`config.mk`:
```
export PLATFORM = sky130hd
export DESIGN_NAME = hdr_lookup_seq
export DESIGN_NICKNAME = d
export VERILOG_FILES = /design/src/rtl/hls_pkg.sv /design/src/rtl/hls_list_scan.sv /design/src/rtl/hls_branch_unit.sv /design/src/rtl/hdr_lookup_seq.sv
export SDC_FILE = /design/constraint.sdc
export NUM_CORES = 1
export LEC_CHECK = 0
export CORE_MARGIN = 2
export CORE_UTILIZATION = 25
export DETAILED_ROUTE_END_ITERATION = 10
export GPL_ROUTABILITY_DRIVEN = 0
export MAX_ROUTING_LAYER = met4
export PLACE_DENSITY_LB_ADDON = 0.12
export SYNTH_ARGS = -nofsm -noshare
export SYNTH_HDL_FRONTEND = slang
export SYNTH_SLANG_ARGS = --single-unit
```
`constraint.sdc`:
```
create_clock -name clk -period 7.4 [get_ports clk]
set_clock_uncertainty 0.15 [all_clocks]
set_input_delay 1.48 -clock clk [delete_from_list [all_inputs] [get_ports clk]]
set_output_delay 1.48 -clock clk [all_outputs]
set_load 0.005 [all_outputs]
```
`src/rtl/hls_pkg.sv`:
```
package hls_pkg;
   localparam logic [2:0] OPC_CAM = 3'd0;
   localparam logic [2:0] OPC_BEQ = 3'd1;
   localparam logic [2:0] OPC_BNE = 3'd2;
   localparam logic [2:0] OPC_BLE = 3'd3;
   localparam logic [2:0] OPC_BGT = 3'd4;
   localparam logic [2:0] OPC_EXE = 3'd7;

   typedef enum logic [2:0] {
      S_IDLE, S_FETCH, S_WAIT, S_DEC, S_CAMLD, S_CAMWAIT
   } seq_state_e;

   typedef enum logic [1:0] {
      K_CAM, K_BRANCH, K_EXE, K_BAD
   } instr_kind_e;
endpackage

```
`src/rtl/hls_list_scan.sv`:
```
module hls_list_scan #(
   parameter int NREG      = 32,
   parameter int LSB_FIRST = 1,
   localparam int AW       = $clog2(NREG)
) (
   input  logic [NREG-1:0] list,
   output logic [AW-1:0]   idx,
   output logic [NREG-1:0] rest
);
   generate
      if (LSB_FIRST != 0) begin : g_low_first
         always_comb begin
            logic hit;
            hit = 1'b0;
            idx = '0;
            for (int i = 0; i < NREG; i++) begin
               if (!hit && list[i]) begin
                  idx = AW'(i);
                  hit = 1'b1;
               end
            end
         end
      end else begin : g_high_first
         always_comb begin
            logic hit;
            hit = 1'b0;
            idx = '0;
            for (int i = NREG - 1; i >= 0; i--) begin
               if (!hit && list[i]) begin
                  idx = AW'(i);
                  hit = 1'b1;
               end
            end
         end
      end
   endgenerate

   assign rest = list & ~({{(NREG-1){1'b0}}, 1'b1} << idx);
endmodule

```
`src/rtl/hls_branch_unit.sv`:
```
module hls_branch_unit #(
   parameter int REG_W = 12,
   parameter int PC_W  = 10
) (
   input  logic [2:0]       opc,
   input  logic [2:0]       step_code,
   input  logic [PC_W-1:0]  pc,
   input  logic [REG_W-1:0] reg_val,
   input  logic [REG_W-1:0] mask,
   input  logic [REG_W-1:0] cval,
   output logic             taken,
   output logic [PC_W-1:0]  next_pc
);
   import hls_pkg::*;

   logic [PC_W-1:0]  offs [8];
   logic [PC_W-1:0]  pc_seq;
   logic [PC_W-1:0]  pc_jmp;
   logic [REG_W-1:0] masked;

   generate
      for (genvar k = 0; k < 8; k++) begin : g_offs
         assign offs[k] = PC_W'(1) << k;
      end
   endgenerate

   // both targets are formed alongside the compare
   assign pc_seq = pc + PC_W'(1);
   assign pc_jmp = pc_seq + offs[step_code];
   assign masked = reg_val & mask;

   always_comb begin
      case (opc)
         OPC_BEQ: taken = (masked == cval);
         OPC_BNE: taken = (masked != cval);
         OPC_BLE: taken = (masked <= cval);
         OPC_BGT: taken = (masked >  cval);
         default: taken = 1'b0;
      endcase
   end

   assign next_pc = taken ? pc_jmp : pc_seq;
endmodule

```
`src/rtl/hdr_lookup_seq.sv`:
```
module hdr_lookup_seq #(
   parameter int          NREG      = 32,
   parameter int          REG_W     = 12,
   parameter int          PC_W      = 10,
   parameter int          INSTR_W   = 36,
   parameter int          RES_W     = 16,
   parameter int          PID_W     = 8,
   parameter int          LSB_FIRST = 1,
   parameter int unsigned SW_RESULT = 32'h0000_FFFF,
   localparam int         AW        = $clog2(NREG)
) (
   input  logic               clk,
   input  logic               rst_n,
   input  logic               hdr_valid,
   input  logic [PID_W-1:0]   hdr_pid,
   output logic               hdr_release,
   output logic [AW-1:0]      hdr_raddr,
   input  logic [REG_W-1:0]   hdr_rdata,
   output logic               sram_req,
   output logic [PC_W-1:0]    sram_addr,
   input  logic               sram_rvalid,
   input  logic [INSTR_W-1:0] sram_rdata,
   output logic               cam_wr_valid,
   output logic [REG_W-1:0]   cam_wr_data,
   output logic               cam_wr_last,
   input  logic               cam_res_valid,
   input  logic [PC_W-1:0]    cam_res_addr,
   output logic               out_valid,
   output logic [RES_W-1:0]   out_result,
   output logic [PID_W-1:0]   out_pid
);
   import hls_pkg::*;

   localparam int OP_LSB   = INSTR_W - 3;
   localparam int ADDR_LSB = OP_LSB - AW;
   localparam int STEP_LSB = ADDR_LSB - 3;
   localparam logic [RES_W-1:0] SW_CODE = RES_W'(SW_RESULT);

   generate
      if (2 * REG_W > STEP_LSB) begin : g_chk_fields
         $error("mask and constant fields do not fit the instruction word");
      end
      if (NREG > OP_LSB || RES_W > OP_LSB) begin : g_chk_list
         $error("register bitmap or result field overlaps the opcode");
      end
      if (PC_W < 8) begin : g_chk_pc
         $error("program counter too narrow for the largest step");
      end
      if (STEP_LSB > 2 * REG_W) begin : g_spare
         logic unused_spare;
         assign unused_spare = ^ir[STEP_LSB-1:2*REG_W];
      end
   endgenerate

   seq_state_e          state;
   logic [PC_W-1:0]     pc;
   logic [INSTR_W-1:0]  ir;
   logic [PID_W-1:0]    pid_q;
   logic [NREG-1:0]     list_q;

   logic [2:0]          ir_opc;
   logic [AW-1:0]       ir_addr;
   logic [2:0]          ir_step;
   logic [REG_W-1:0]    ir_mask;
   logic [REG_W-1:0]    ir_cval;
   logic [NREG-1:0]     ir_list;
   instr_kind_e         kind;

   logic                start;
   logic                br_taken;
   logic [PC_W-1:0]     br_next;
   logic [AW-1:0]       scan_idx;
   logic [NREG-1:0]     scan_rest;

   assign ir_opc  = ir[INSTR_W-1:OP_LSB];
   assign ir_addr = ir[OP_LSB-1:ADDR_LSB];
   assign ir_step = ir[ADDR_LSB-1:STEP_LSB];
   assign ir_mask = ir[2*REG_W-1:REG_W];
   assign ir_cval = ir[REG_W-1:0];
   assign ir_list = ir[NREG-1:0];

   always_comb begin
      case (ir_opc)
         OPC_CAM:                            kind = K_CAM;
         OPC_BEQ, OPC_BNE, OPC_BLE, OPC_BGT: kind = K_BRANCH;
         OPC_EXE:                            kind = K_EXE;
         default:                            kind = K_BAD;
      endcase
   end

   // a release pulse means hdr_valid still describes the header just freed
   assign start = hdr_valid && !hdr_release;

   hls_branch_unit #(.REG_W(REG_W), .PC_W(PC_W)) u_branch (
      .opc       (ir_opc),
      .step_code (ir_step),
      .pc        (pc),
      .reg_val   (hdr_rdata),
      .mask      (ir_mask),
      .cval      (ir_cval),
      .taken     (br_taken),
      .next_pc   (br_next)
   );

   hls_list_scan #(.NREG(NREG), .LSB_FIRST(LSB_FIRST)) u_scan (
      .list (list_q),
      .idx  (scan_idx),
      .rest (scan_rest)
   );

   assign hdr_raddr    = (state == S_CAMLD) ? scan_idx : ir_addr;
   assign sram_req     = (state == S_FETCH);
   assign sram_addr    = pc;
   assign cam_wr_valid = (state == S_CAMLD);
   assign cam_wr_data  = hdr_rdata;
   assign cam_wr_last  = (state == S_CAMLD) && (scan_rest == '0);

   logic             fin_now;
   logic [RES_W-1:0] fin_res;

   always_comb begin
      fin_now = 1'b0;
      fin_res = SW_CODE;
      if (state == S_DEC) begin
         case (kind)
            K_EXE:    begin fin_now = 1'b1; fin_res = ir[RES_W-1:0]; end
            K_BAD:    fin_now = 1'b1;
            K_CAM:    fin_now = (ir_list == '0);
            default:  fin_now = 1'b0;
         endcase
      end
   end

   always_ff @(posedge clk) begin
      if (!rst_n) begin
         state       <= S_IDLE;
         pc          <= '0;
         ir          <= '0;
         pid_q       <= '0;
         list_q      <= '0;
         out_valid   <= 1'b0;
         out_result  <= '0;
         out_pid     <= '0;
         hdr_release <= 1'b0;
      end else begin
         out_valid   <= 1'b0;
         hdr_release <= 1'b0;
         if (fin_now) begin
            out_valid   <= 1'b1;
            out_result  <= fin_res;
            out_pid     <= pid_q;
            hdr_release <= 1'b1;
            state       <= S_IDLE;
         end else begin
            case (state)
               S_IDLE: if (start) begin
                  pid_q <= hdr_pid;
                  pc    <= '0;
                  state <= S_FETCH;
               end
               S_FETCH: state <= S_WAIT;
               S_WAIT: if (sram_rvalid) begin
                  ir    <= sram_rdata;
                  state <= S_DEC;
               end
               S_DEC: begin
                  if (kind == K_CAM) begin
                     list_q <= ir_list;
                     state  <= S_CAMLD;
                  end else begin
                     pc    <= br_next;
                     state <= S_FETCH;
                  end
               end
               S_CAMLD: begin
                  list_q <= scan_rest;
                  if (scan_rest == '0) state <= S_CAMWAIT;
               end
               S_CAMWAIT: if (cam_res_valid) begin
                  pc    <= cam_res_addr;
                  state <= S_FETCH;
               end
               default: state <= S_IDLE;
            endcase
         end
      end
   end

   // quiet interface right after reset
   assert_reset_quiet_R1: assert property (@(posedge clk)
      !rst_n |=> (!sram_req && !cam_wr_valid && !out_valid && !hdr_release));

   // a new walk opens with a fetch of address 0
   assert_start_zero_R2: assert property (@(posedge clk) disable iff (!rst_n)
      (state == S_IDLE && start) |=> (sram_req && sram_addr == '0));

   // each beat streams a register selected by the bitmap
   assert_scan_hit_R6: assert property (@(posedge clk) disable iff (!rst_n)
      cam_wr_valid |-> list_q[hdr_raddr]);

   // the last flag only rides on a valid beat
   assert_last_on_beat_R6: assert property (@(posedge clk) disable iff (!rst_n)
      cam_wr_last |-> cam_wr_valid);

   // after the key is complete, nothing moves until the CAM answers
   assert_cam_hold_R7: assert property (@(posedge clk) disable iff (!rst_n)
      cam_wr_last |=> (!cam_wr_valid && !sram_req));

   // a single result push per walk, with the release beside it
   assert_one_push_R8: assert property (@(posedge clk) disable iff (!rst_n)
      out_valid |=> (!out_valid && !sram_req));

   // fetch request lasts one cycle
   assert_fetch_pulse_R11: assert property (@(posedge clk) disable iff (!rst_n)
      sram_req |=> !sram_req);
endmodule

```
### Yosys cells after proc, flatten, opt, wreduce, memory -nomap -nowiden

Memories as Yosys holds them, arrays and structs flattened.
Cells that the tools add are included.

* flip-flop bits (word level): 114
* memory bits (read-only): 80
* output and inout port bits: 56
* memories: 1
* bits of input ports: 71

* bitwise logic cells: 6
* reduce and logical (&&, ||, !) cells: 80
* eq/ne operators: 20
* magnitude comparators: 3
* shift operators: 1
* muxes and demuxes: 85
* add/sub/neg operators: 2

Memory list
* (no name shown): words 8, bits a word 10, read ports 1, clocked after Yosys merged registers in 0, write ports 0, RTL line hls_branch_unit.sv:29 `assign pc_jmp = pc_seq + offs[step_code];`

Operators by type and width (count)
* $mux W5: 17
* $logic_not A32 Y1: 2
* $pmux W32 S2: 1
* $mux W10: 6
* $mux W1: 34
* $logic_and A1 B1 Y1: 33
* $and A32 B32 Y32: 1
* $logic_not A1 Y1: 32
* $mux W16: 2
* $mux W32: 1
* $mux W4: 8
* $not A32 Y32: 1
* $shl A1 B5 Y32 const A: 1
* $pmux W10 S3: 1
* $mux W3: 9
* $pmux W3 S6: 1
* $and A12 B12 Y12: 1
* $eq A12 B12 Y1: 1
* $eq A3 B2 Y1 const B: 4
* $eq A3 B3 Y1 const B: 4
* $gt A12 B12 Y1: 1
* $le A12 B12 Y1: 1
* $ne A12 B12 Y1: 1
* $add A10 B1 Y10 const B: 1
* 21 further kinds: 33

### Depth between registers and ports, before layout

Gate-level depths: netlist (run 1).

* depth in word-level cells: 100
* gate-level depth with buffers: 12
* mapped depth without buffers: 11

### Modules after synthesis

From an unflattened synthesis (run 1), not the netlist that was laid out.

* cell total of the unflattened synthesis: 801
* area, all modules: 6769.0 um^2

By module, submodules not included
* hdr_lookup_seq: area an instance 5001.0 um^2, cells an instance 552, instances 1
* hls_branch_unit: area an instance 1046.0 um^2, cells an instance 145, instances 1
* hls_list_scan: area an instance 721.9 um^2, cells an instance 104, instances 1

### Least setup slack after synthesis (run 1)

OpenSTA, ideal clock, no wires.

* path type: register to output
* start: register list_q[0]
* end: output port cam_wr_last
* data required time: 5770 ps
* stages on the path, launching flop included: 8
* arrival: 2194 ps
* path buffers: 0
* path slack: 3576 ps
* cell sequence: dfxtp_1 or4_4 nor3_4 nand4_2 maj3_2 o22ai_1 nor4b_1 and4_1

* word-level cells in the longest chain between the ends: 99
* elaborated cells between the ends (all ways): 129
* those cells by class: shift (1); mux (62); bitwise (2); reduce/logical (64)

RTL lines
* start, declared: RTL line hdr_lookup_seq.sv:59 `logic [NREG-1:0] list_q;`
* start signal, assigned: RTL line hdr_lookup_seq.sv:168 `list_q <= ir_list;`
* start signal, assigned: RTL line hdr_lookup_seq.sv:176 `list_q <= scan_rest;`
* $mux W1: RTL line hls_list_scan.sv:17 `if (!hit && list[i]) begin`
* $logic_not A1 Y1: RTL line hls_list_scan.sv:17
* $logic_and A1 B1 Y1: RTL line hls_list_scan.sv:17
* $mux W1: RTL line hls_list_scan.sv:17
* $logic_not A1 Y1: RTL line hls_list_scan.sv:17
* $logic_and A1 B1 Y1: RTL line hls_list_scan.sv:17
* $mux W1: RTL line hls_list_scan.sv:17
* $logic_not A1 Y1: RTL line hls_list_scan.sv:17
* [... 83 more ...]
* $logic_not A1 Y1: RTL line hls_list_scan.sv:17
* $logic_and A1 B1 Y1: RTL line hls_list_scan.sv:17
* $mux W5: RTL line hls_list_scan.sv:17
* $shl A1 B5 Y32: RTL line hls_list_scan.sv:38 `assign rest = list & ~({{(NREG-1){1'b0}}, 1'b1} << idx);`
* $not A32 Y32: RTL line hls_list_scan.sv:38
* $and A32 B32 Y32 *: RTL line hls_list_scan.sv:38
* $logic_not A32 Y1 *: RTL line hdr_lookup_seq.sv:116 `assign cam_wr_last = (state == S_CAMLD) && (scan_rest == '0);`
* $logic_and A1 B1 Y1 *: RTL line hdr_lookup_seq.sv:116
* end, declared: RTL line hdr_lookup_seq.sv:25 `output logic cam_wr_last,`

Mark *: on every way between the ends. The rest lies on a longest branch, timed or not.

### Worst setup path after layout (run 1)

* start: register state[0]
* end: output port hdr_raddr[0]

* word-level cells in the longest chain between the ends: 2

RTL lines
* start, declared: RTL line hdr_lookup_seq.sv:55 `seq_state_e state;`
* start signal, assigned: RTL line hdr_lookup_seq.sv:136 `state <= S_IDLE;`
* start signal, assigned: RTL line hdr_lookup_seq.sv:153 `state <= S_IDLE;`
* start signal, assigned: RTL line hdr_lookup_seq.sv:159 `state <= S_FETCH;`
* $eq A3 B3 Y1: RTL line hdr_lookup_seq.sv:111 `assign hdr_raddr = (state == S_CAMLD) ? scan_idx : ir_addr;`
* $mux W5: RTL line hdr_lookup_seq.sv:111
* end, declared: RTL line hdr_lookup_seq.sv:17 `output logic [AW-1:0] hdr_raddr,`

Every way passes these cells.

==> impl_metrics.tcl, run 1 <==
set metrics [dict create \
    vias 6497 \
    required_ns 5.77 \
    crit_fanout 25 \
    status "finished, final reports clean" \
    seq_area_um2 2282 \
    stdcell_count 1305 \
    swShare 0.3551 \
    hold_class "flop to flop" \
    die-height_um 167.9 \
    rsz0062_at_grt "false" \
    cts_setup_buffers 0 \
    hold_viol 0 \
    cp_top_family "buffers and inverters" \
    place_hpwl_mm 17.24 \
    pwr-share-seq 0.325 \
    power.net_switching_mw 0.8617 \
    ys_top_cells_by_area "dfxtp_1, nand2_1, a21boi_0" \
    reg2reg_from "state[0]" \
    cts_max_level 4 \
    tightest_slew_ns 1.245 \
    row_count 59 \
    synthDistinctLibCells 72 \
    min-delay-start "pid_q[6]" \
    drc 0 \
    utilization 0.3352 \
    start_util 0.2562 \
    clock_latency_ns 0.42 \
    fin_setup_tns_ns 0 \
    criticalPathCategory "flop to output port" \
    synthFlopType "dfxtp_1" \
    antenna_found_initial 0 \
    synth-edff-count 0 \
    setup_violations 0 \
    fp.dieArea_um2 28180 \
    p_int_mw 1.565 \
    firstDrtPassIters 5 \
    p_per_area_nw_per_um2 276.3 \
    cts_tree "built" \
    slew_violations 0 \
    n_antenna_cell 0 \
    grt_overflow 0 \
    period_share 0.7354 \
    critical_path.max_stage_delay_ns 0.80 \
    cap_violations 0 \
    seq_area_frac_synth 0.3399 \
    syn_to_final_growth_pct 30.82 \
    io_buffer_count 126 \
    cp-start-kind "flop" \
    worst_setup_path_end_kind "output port" \
    grt_pass1_wl_mm 36.99 \
    route.met3.wl_um 756 \
    synth_most_common_cell "nand2_1" \
    viasPerCell 4.979 \
    drtIter0Drc 323 \
    dpl.cell_count 1273 \
    timing.reg2reg.setup_slack_ns 3.37 \
    clockRootBuffer "clkbuf_16" \
    core_um2 26210 \
    syn_area_um2 6714 \
    die_w_um 167.9 \
    clock_power_share 0.360 \
    cts_hold_buffers 0 \
    top_layer "met4" \
    dp_slack_ns 2.350 \
    wl_per_cell_um 18.09 \
    ys_warn_count 0 \
    p_leak_nw 3.062 \
    wirelength_mm 23.61 \
    synth.avg_cell_area_um2 7.744 \
    ant_nets 0 \
    cts_buffers 17 \
    design_area_um2 8783 \
    dpl_cell_area_um2 8165 \
    synth_common_cells "nand2_1, dfxtp_1, a21boi_0, nor2_1, o21ai_0" \
    clkTransAtPathRegs_ns 0.06 \
    critPathArrivalTime_ns 3.81 \
    wl_met1_mm 11.33 \
    min_period_ns 5.442 \
    crit_path_start "state[0]" \
    dr_wl_met2_mm 11.20 \
    cts.path.max_buffers 2 \
    grt_pass1_vias 6342 \
    ir_worst_vdd_mv 0.1086 \
    synth_top_area_cell "dfxtp_1" \
    synth_fp_nets 960 \
    grt_max_degree 60 \
    synthArstFlopShare 0 \
    slowest_stage "inv_1" \
    cts_resized 0 \
    combinationalPowerShare 0.315 \
    cts.sinks 114 \
    synthCells 867 \
    crit_chain "nor2_1, nand2_1, inv_1, o21ai_0, a221oi_1, o2111ai_1, o32a_1, clkdlybuf4s50_1" \
    fin_ws_ns 1.958 \
    synth_top_area_frac 0.3399 \
    fill_cells 2812 \
    multi_input_area_um2 4065 \
    final_nets 1050 \
    num_io_pins 127 \
    grt.total_usage 0.1741 \
    fmax_mhz 183.7 \
    critPathBufInv 2 \
    ys_seq_elements 114 \
    max-slew-margin-rel 0.1664 \
    layout-drive-gt1-share 0.06186 \
]
[stage by stage]
stage | power, mW | hold slack [ns]
after floorplan | 1.252 | 0.2906
after global placement | 1.578 | 0.3027
after detailed placement | 1.571 | 0.3072
after CTS | 2.459 | 0.3189
after global routing | 2.579 | 0.3318
final | 2.427 | 0.3111
[state kept, by name, indices dropped and copies added (netlist names)]
register    count
ir             36
pid_q           8
state           3
sram_addr      10
out_pid         8
out_valid       1
out_result     16
list_q         32
[final timing paths]
kind	endpoint	cells past startpoint
worst max-delay path	hdr_raddr[0]	8
worst min-delay path	out_pid[6]	2
worst max register to register	list_q[15]	9
worst min register to register	out_pid[6]	2
[layout make-up]
class | count | area share
Timing Repair Buffer | 132 | 0.1481
Multi-Input combinational cell | 666 | 0.4628
Tap cell | 335 | 0.04772
Inverter | 26 | 0.01111
Clock buffer | 18 | 0.05000
Clock inverter | 14 | 0.02037
Sequential cell | 114 | 0.2598
[power groups by stage]
| stage | combinational [mW] | clock, mW | sequential [mW] |
|---|---|---|---|
| 2_1_floorplan | 0.498 | 0 | 0.754 |
| 3_3_place_gp | 0.774 | 0 | 0.804 |
| 3_5_place_dp | 0.768 | 0 | 0.803 |
| 4_1_cts | 0.773 | 0.896 | 0.790 |
| 5_1_grt | 0.849 | 0.924 | 0.806 |
| 6_report | 0.764 | 0.874 | 0.789 |
[tightest hold or removal path, cell delays in order, from the launching register on]
cell      delay (ns)
dfxtp_1         0.31
nand2_1         0.05
a21boi_0        0.06
[cells by family after synthesis]
family / share of synthesized area
AO/OA/AOI/OAI: 0.2207
XOR/XNOR: 0.01565
adder cells (fa/ha/maj): 0.04976
buffers and inverters: 0.05609
flip-flops: 0.3399
multiplexers: 0.01491
AND/OR/NAND/NOR: 0.3030
[cells in the final DEF, fill, tap and decap left out, drive strengths merged, types with 7 or more instances in the layout]
cell / netlist / final
nor3: 32 / 32
a31oi: 10 / 10
clkbuf: 47 / 18
a22oi: 19 / 19
o21ai: 53 / 53
or3: 10 / 10
nand2: 143 / 143
nor4: 13 / 13
mux2i: 10 / 10
ha: 21 / 21
a21boi: 62 / 62
a21oi: 22 / 22
nor2b: 35 / 35
dfxtp: 114 / 114
nor2: 62 / 62
o211ai: 8 / 8
nand4: 10 / 10
nand3: 24 / 24
nor3b: 23 / 23
and2: 18 / 18
inv: 26 / 29
buf: 14 / 7
clkdlybuf4s50: 0 / 125
[routing by layer]
metal,global-route usage,up-vias
met5,-,-
met1,0.2302,3096
met4,0.04386,0
met3,0.03056,22
met2,0.2758,119
li1,-,3260
(Power assumes the default switching activity.)
==> inputs of run 2 (changes only) <==
- clock period: 7.4 -> 5.65 ns (I/O delays scaled with it)
==> run 2 against run 1 <==
Die area did not move. Setup slack got worse by 1.2 ns. Non-clock buffer count is 2 higher. Flip-flop and latch count stayed put. First-iteration DRC count grew 13%. Power rose by 27%. Utilization shrank 0.12 points. Critical path depth unchanged. Worst hold slack better by 0.00074 ns. Combinational power rose by 31%. Sequential power is 31% higher. Global-route usage shrank 0.16 points.
==> impl_metrics.tcl, run 2 (synthesis gave the netlist of run 1 again) <==
set metrics [dict create \
    cts_resized 0 \
    wl_per_cell_um 18.05 \
    final_common_cell "nand2_1" \
    io_buffer_count 126 \
    hold_viol 0 \
    ant_nets 0 \
    crit_fanout 7 \
    antenna_found_initial 0 \
    criticalPathCategory "flop to output port" \
    hold_class "flop to flop" \
    wirelength_mm 23.59 \
    clock_latency_ns 0.42 \
    start_util 0.2562 \
    grt_pass1_wl_mm 36.56 \
    grt_pass1_vias 6284 \
    num_io_pins 127 \
    fp.dieArea_um2 28180 \
    mostFrequentLayoutCells "nand2_1, clkdlybuf4s50_1, dfxtp_1" \
    ir_worst_vdd_mv 0.1673 \
    cts_buffers 17 \
    cts_setup_buffers 0 \
    fmax_mhz 202.9 \
    fin_setup_tns_ns 0 \
    required_ns 4.37 \
    clockRootBuffer "clkbuf_16" \
    regMostFlops "ir" \
    cts.path.max_buffers 2 \
    largest_reg_flops 36 \
    slew_violations 0 \
    worst_setup_path_end_kind "output port" \
    die_w_um 167.9 \
    cts_max_level 4 \
    tightest_slew_ns 1.146 \
    status "finished, final reports clean" \
    grt_max_degree 61 \
    viasPerCell 4.985 \
    die-height_um 167.9 \
    grt_overflow 0 \
    p_leak_nw 3.051 \
    p_per_area_nw_per_um2 353.4 \
    grt.total_usage 0.1725 \
    n_antenna_cell 0 \
    vias 6516 \
    cap_violations 0 \
    layout-drive-gt1-share 0.06379 \
    clkTransAtPathRegs_ns 0.06 \
    period_share 0.8721 \
    rsz0062_at_grt "false" \
    final_nets 1052 \
    row_count 59 \
    dpl_cell_area_um2 8180 \
    setup_violations 0 \
    critPathCapture "cam_wr_last" \
    reg2reg_from "ir[28]" \
    fill_cells 2766 \
    cts_hold_buffers 0 \
    design_area_um2 8751 \
    firstDrtPassIters 7 \
    min_period_ns 4.928 \
    critPathArrivalTime_ns 3.65 \
    syn_to_final_growth_pct 30.34 \
    crit_path_start "list_q[16]" \
    cts.sinks 114 \
    cts_tree "built" \
    core_um2 26210 \
    cp-start-kind "flop" \
    drtIter0Drc 364 \
    max-slew-margin-rel 0.2358 \
    timing.reg2reg.setup_slack_ns 1.93 \
    top_regs "ir x36, list_q x32, out_result x16" \
    drc 0 \
    place_hpwl_mm 17.20 \
    ff2ff_path_depth 8 \
    r2r_end "list_q[15]" \
]
==> run 2: cell types whose count changed in the layout (fill, tap and decap cells not counted) <==
| cell | delta |
|---|---|
| inv_6 | +5 |
| buf_4 | +2 |
| bufinv_16 | -2 |
| clkinv_4 | -2 |
| clkbuf_8 | -1 |
==> run 2: area by class of cell <==
cell class / count / area, µm² / share of cell area
clock inverters: 15 / 145.1 / 0.01659
inverters: 26 / 97.59 / 0.01115
clock buffers: 17 / 425.4 / 0.04861
well taps: 335 / 419.2 / 0.04790
flip-flops and latches: 114 / 2282 / 0.2608
multi-input cells: 666 / 4065 / 0.4645
repair buffers: 134 / 1316 / 0.1504
==> run 2: worst min path at each step <==
stage / from / end / cells after the start
floorplan: pid_q[0] / out_pid[0] / 2
detailed placement: pid_q[3] / out_pid[3] / 2
global route: out_pid[5] / out_pid[5] / 2
CTS: pid_q[3] / out_pid[3] / 2
finish: out_pid[5] / out_pid[5] / 2
global placement: pid_q[0] / out_pid[0] / 2
==> run 2: per-stage QoR <==
stage / worst slack [ns] / instances / util / power, mW / hold slack, ns
after global placement: 1.240 / 1275 / 0.3122 / 2.066 / 0.3005
after CTS: 0.7671 / 1307 / 0.3339 / 3.132 / 0.3151
after floorplan: 2.176 / 867 / - / 1.640 / 0.2906
after detailed placement: 1.241 / 1275 / 0.3122 / 2.055 / 0.3053
final: 0.7225 / 1307 / 0.3339 / 3.092 / 0.3119
after global routing: 0.4883 / 1307 / 0.3339 / 3.294 / 0.3352
==> run 2: power by group <==
| group | switching (mW) | leakage [nW] | internal, mW |
|---|---|---|---|
| Clock | 0.440 | 0.278 | 0.617 |
| Combinational | 0.561 | 1.85 | 0.441 |
| Sequential | 0.134 | 0.923 | 0.899 |
==> run 2: metal layers <==
metal  vias to the layer above  track usage  wire, µm
li1                       3261            -         -
met1                      3066       0.2294     11150
met5                         -            -         0
met3                        12      0.02774      1017
met4                         0      0.03592       221
met2                       177       0.2774     11200
==> run 2: worst max-delay path, cell delays in order, from the launching register on <==
cell             delay [ns]
dfxtp_1                0.38
nor4_2                 0.58
nor3b_2                0.44
nand4_2                0.23
maj3_2                 0.36
o22ai_1                0.22
nor4b_1                0.26
and4_1                 0.26
clkdlybuf4s50_1        0.51
